**src/rtl/esc_dispatch.sv**
```systemverilog
module esc_dispatch #(
  parameter int AW  = 20,
  parameter int OW  = 16,
  parameter int WW  = 4,
  parameter int OPW = 11
) (
  input  logic           clk,
  input  logic           rst_n,
  input  logic           instr_valid,
  input  logic [1:0]     instr_class,
  input  logic           wait_prefix,
  input  logic           prot_mode,
  input  logic [OPW-1:0] opcode,
  input  logic [AW-1:0]  prefix_addr,
  input  logic           msw_ts,
  input  logic           msw_em,
  input  logic           cop_busy,
  input  logic           cop_error,
  input  logic           has_mem,
  input  logic [OW-1:0]  opnd_off,
  input  logic [WW-1:0]  opnd_words,
  input  logic [OW-1:0]  seg_limit,
  output logic           issue,
  output logic           skip,
  output logic           trap_valid,
  output logic [7:0]     trap_vec,
  output logic [AW-1:0]  saved_ip,
  output logic [OW-1:0]  saved_dp,
  output logic [OPW-1:0] saved_opcode
);
  localparam logic [1:0] C_NUM = 2'd0, C_CTL = 2'd1, C_WAIT = 2'd2, C_NOP = 2'd3;
  localparam int EW = OW + WW + 2;

  logic err_pend;
  logic accept, is_esc, is_mem_esc, synced, t7, t16, t13, t9;
  logic [WW-1:0] wm1;
  logic [EW-1:0] last_off;

  assign accept     = instr_valid & ~issue & ~skip & ~trap_valid;
  assign is_esc     = instr_class != C_WAIT;
  assign is_mem_esc = instr_class == C_NUM || instr_class == C_CTL;
  assign synced     = instr_class == C_NUM || instr_class == C_WAIT ||
                      (instr_class == C_CTL && wait_prefix);
  assign t7         = is_esc ? (msw_ts | msw_em) : msw_ts;
  assign t16        = synced & (err_pend | cop_error);
  assign wm1        = (opnd_words == '0) ? '0 : opnd_words - 1'b1;
  assign last_off   = EW'(opnd_off) + (EW'(wm1) << 1);
  assign t13        = is_mem_esc & has_mem & (opnd_off > seg_limit);
  assign t9         = is_mem_esc & has_mem & ~(opnd_off > seg_limit) &
                      (last_off > EW'(seg_limit));

  logic       trap_n, issue_n, skip_n;
  logic [7:0] vec_n;

  always_comb begin
    trap_n  = 1'b0;
    issue_n = 1'b0;
    skip_n  = 1'b0;
    vec_n   = 8'd0;
    if (accept) begin
      if (t7) begin
        trap_n = 1'b1; vec_n = 8'd7;
      end else if (instr_class == C_NOP) begin
        skip_n = 1'b1;
      end else if (t16) begin
        trap_n = 1'b1; vec_n = 8'd16;
      end else if (t13) begin
        trap_n = 1'b1; vec_n = 8'd13;
      end else if (t9) begin
        trap_n = 1'b1; vec_n = 8'd9;
      end else if (!(synced && cop_busy)) begin
        issue_n = 1'b1;
      end
    end
  end

  always_ff @(posedge clk or negedge rst_n) begin
    if (!rst_n) begin
      issue        <= 1'b0;
      skip         <= 1'b0;
      trap_valid   <= 1'b0;
      trap_vec     <= 8'd0;
      err_pend     <= 1'b0;
      saved_ip     <= '0;
      saved_dp     <= '0;
      saved_opcode <= '0;
    end else begin
      issue      <= issue_n;
      skip       <= skip_n;
      trap_valid <= trap_n;
      trap_vec   <= vec_n;
      err_pend   <= (err_pend & ~(trap_n && vec_n == 8'd16)) | cop_error;
      if (issue_n && is_mem_esc) begin
        saved_ip     <= prefix_addr;
        saved_dp     <= opnd_off;
        saved_opcode <= prot_mode ? '0 : opcode;
      end
    end
  end
endmodule


```
**config.mk**
```make
export PLATFORM = sky130hd
export DESIGN_NAME = esc_dispatch
export DESIGN_NICKNAME = d
export VERILOG_FILES = /design/src/rtl/esc_dispatch.sv
export SDC_FILE = /design/constraint.sdc
export NUM_CORES = 1
export LEC_CHECK = 0
export ABC_AREA = 1
export BUFFER_PORTS_ARGS = -buffer_cell sky130_fd_sc_hd__buf_2
export CORE_ASPECT_RATIO = 1.4
export CORE_MARGIN = 2
export CORE_UTILIZATION = 45
export CTS_CLUSTER_DIAMETER = 150
export DETAILED_ROUTE_END_ITERATION = 6
export PLACE_DENSITY = 0.73
export SKIP_CTS_REPAIR_TIMING = 1
export SYNTH_ARGS = -nofsm -noshare
export SYNTH_HDL_FRONTEND = slang
export SYNTH_SLANG_ARGS = --single-unit
```
**constraint.sdc**
```tcl
create_clock -name clk -period 1.7 [get_ports clk]
set_input_delay 0.34 -clock clk [delete_from_list [all_inputs] [get_ports clk]]
set_output_delay 0.34 -clock clk [all_outputs]
set_load 0.05 [all_outputs]
```
==> metrics.md <==
| Metric | Value |
|---|---|
| Outcome | `complete, but fails checks` |
| Violated checks | `setup timing` |
| Total Wirelength | `11300 um` |
| Synth Cell Area | `3750 um2` |
| Clock tree buffer depth | `2` |
| Initial antenna violation count | `0` |
| Avg Inst Size Synth | `7.54 um2` |
| Slew @ Worst Pin | `0.518 ns` |
| Reg clk slew, reported paths | `0.07 ns` |
| Die W | `81.1 um` |
| Worst skew pair latency | `0.29 ns` |
| Area Overhead vs Synth | `47.3%` |
| Root cell of the clock tree | `clkbuf_16` |
| R2R Setup Slk | `-0.13 ns` |
| Setup-failing EPs final | `51` |
| Critical Path End Type | `flip-flop` |
| CP required | `1.93 ns` |
| Post-synth EDFFs | `0` |
| Min-Delay Path Class | `in -> async` |
| Max-slew violations | `0` |
| Reg2reg end | `saved_ip[14]$_DFFE_PN0P_` |
| Power density over the cells | `901 nW/um2` |
| Tcrit/Tclk final | `196%` |
| Die Footprint | `9080 um2` |
| Via Count | `4120` |
| Mapped Cells | `497` |
| Grt ovf | `0` |
| Die H | `112 um` |
| Flops & latches, synth | `56` |
| Worst rel slew slack | `65.5%` |
| H-tree depth | `2` |
| Worst VDD drop | `0.793 mV` |
| Crit Path Category | `in -> reg` |
| First-pass GRT wire length | `16700 um` |
| Fmax | `301 MHz` |
| Total Neg Setup Slack | `-81.28 ns` |
| Routed len/inst | `14.4 um` |
| DRC viols | `0` |
| FFs w/ async S/R, synth | `100%` |
| R2R cell count | `8` |
| Pwr Total | `4970 uW` |
| Distinct cells, synth | `32` |
| Final Instance Count excl. Fillers | `784` |
| Fin Clk Skew | `0.00546 ns` |
| Via-to-Cell Ratio | `5.26` |
| Unrepaired setup endpoints after global routing | `yes` |
| Prevailing post-synth register cell | `dfrtp_1` |
| # nets final | `796` |
| I/O pins | `137` |
| Largest net degree at the start of global routing | `57` |
| Tot GR Track Use | `22.8%` |
| CTS tree | `done` |
| Row Count | `39` |
| Final HPWL DP | `8020 um` |
| Core region area | `8100 um2` |
| Minimum clock period | `3.33 ns` |
| First DRT Iteration DRCs | `192` |
| CTS Sinks | `56` |
| Register area share after synthesis | `37.4%` |
| TritonRoute pass-1 iters | `5` |
| Crit-path max FO | `23` |
| Vias in the first global route | `3779` |
| CTS Buf Count | `5` |
| P_leak | `0.00323 uW` |
| Startpoint Class | `input port` |
| Initial core utilization | `46.2%` |
| Yosys Warn Count | `0` |
| Port Buf Inserts | `133` |
| Maxcap violations | `0` |
| Fraction of layout cells with a size suffix above 1 | `43.7%` |
| WP data arrival | `3.56 ns` |
| Final Hold Vio Count | `0` |
| Number of fill cells in the layout | `661` |
| Post-route worst setup slack | `-1.63 ns` |
| Antenna diode count | `0` |
| Worst R2R Start | `skip$_DFF_PN0_` |
| Placed Instances | `761` |
| Final hold slack | `0.0271 ns` |
| Final GP Congestion | `0.890` |
| Post-route ant nets | `0` |
-- cell usage after synthesis (2+ instances only) --
library cell / instances / area share (%)
o21ai_0: 3 / 0.40
a21oi_2: 4 / 0.94
xnor2_1: 3 / 0.70
inv_1: 65 / 6.5
nor2_1: 29 / 2.9
dfrtp_1: 56 / 37
inv_2: 3 / 0.30
buf_2: 6 / 0.80
buf_4: 6 / 1.2
nor4_1: 2 / 0.33
nor3_1: 2 / 0.27
a31oi_1: 2 / 0.33
nand4_1: 52 / 8.7
o21bai_1: 2 / 0.40
nand3_1: 12 / 1.6
buf_6: 4 / 1.2
nand2_2: 2 / 0.33
clkbuf_1: 9 / 0.90
nor2_2: 2 / 0.33
xor2_1: 8 / 1.9
ha_1: 35 / 12
nand2_1: 165 / 17
a21oi_1: 16 / 2.1
-- power by group --
part           total, uW  leakage [uW]  internal, uW  switching [uW]
clock network       1060     0.0000772           590             466
registers           1710      0.000745          1560             151
logic               2200       0.00241           665            1540
total               4970       0.00323          2820            2150
-- layer usage --
metal  GRT usage, %  share of wire (%)  vias up
met5              0                  0        -
met4           7.34                3.0        0
met3           3.32                6.0       30
met2           41.2                 55      156
met1           27.1                 36     1962
li1               -                  -     1972
-- metrics by stage --
step / worst slack, ns / utilization, % / instance area, um2
after global placement: -1.80 / 60.1 / 4870
after global routing: -1.82 / 68.1 / 5520
after CTS: -1.65 / 62.0 / 5020
final: -1.63 / 68.1 / 5520
after detailed placement: -1.96 / 60.1 / 4870
after floorplan: -1.39 / - / 3820
-- worst max-delay path, cell delays in order --
cell and delay, ns:
buf_8 0.11, nor2_4 0.17, a31oi_2 0.12, ha_2 0.21, fa_2 0.38, nand3_2 0.08
nand2_2 0.06, nand2_2 0.09, nor2_2 0.05, buf_6 0.12, nand2_4 0.06, inv_1 0.04
a31o_2 0.19, inv_2 0.06, ha_4 0.19, nand2_2 0.07, inv_2 0.05, nand2_2 0.10
nor2_2 0.04, a21oi_1 0.14, nand2_1 0.06, nand2_1 0.07, nand2_2 0.08, a21oi_4 0.24
buf_12 0.19, nand4_1 0.12, nand2_2 0.12
-- registers in the layout, summed over array words and instances, names as in the netlist --
signal and cells:
err_pend 1, issue 1, saved_dp 16, saved_ip 20
saved_opcode 11, skip 1, trap_valid 1, trap_vec 5
-- cells in the final DEF (no fill, tap or decap), drive strengths merged, types with 2 or more instances in the layout --
cell type,n
inv,69
xor2,8
a31oi,2
nor3,2
nor2,31
nand3,12
a21oi,20
nand4,52
xnor2,3
o21bai,2
nor4,2
nand2,167
conb,3
o21ai,4
clkbuf,9
dfrtp,56
buf,197
ha,35
-- kinds of logic after synthesis --
kind of cell               synth area share, %
and+or+nand+nor                           31.3
buffers and inverters                     10.9
DFF                                       37.4
adders and majority gates                 12.2
AOI/OAI and AO/OA                         5.44
xor gates and xnor gates                  2.57
other                                    0.100
-- worst max-delay path by stage --
stage	start	to	slack (ns)	cells past startpoint
2_1_floorplan	opnd_words[2]	saved_opcode[10]$_DFFE_PN0P_	-1.39	24
3_3_place_gp	opnd_words[1]	saved_ip[13]$_DFFE_PN0P_	-1.80	27
3_5_place_dp	opnd_words[1]	saved_ip[14]$_DFFE_PN0P_	-1.96	28
4_1_cts	opnd_words[1]	saved_ip[14]$_DFFE_PN0P_	-1.65	28
5_1_grt	opnd_words[0]	saved_opcode[2]$_DFFE_PN0P_	-1.82	29
6_report	opnd_words[0]	saved_ip[14]$_DFFE_PN0P_	-1.63	27
-- layout make-up --
cell class	count	area [um2]	area share [%]
Multi-Input combinational cell	350	2260	41.1
Clock buffer	6	139	2.52
Inverter	68	273	4.94
Timing Repair Buffer	200	1300	23.5
Clock inverter	2	13.8	0.249
Sequential cell	56	1400	25.4
Tap cell	102	128	2.31
No activity file was read; power rests on OpenSTA's default activity.
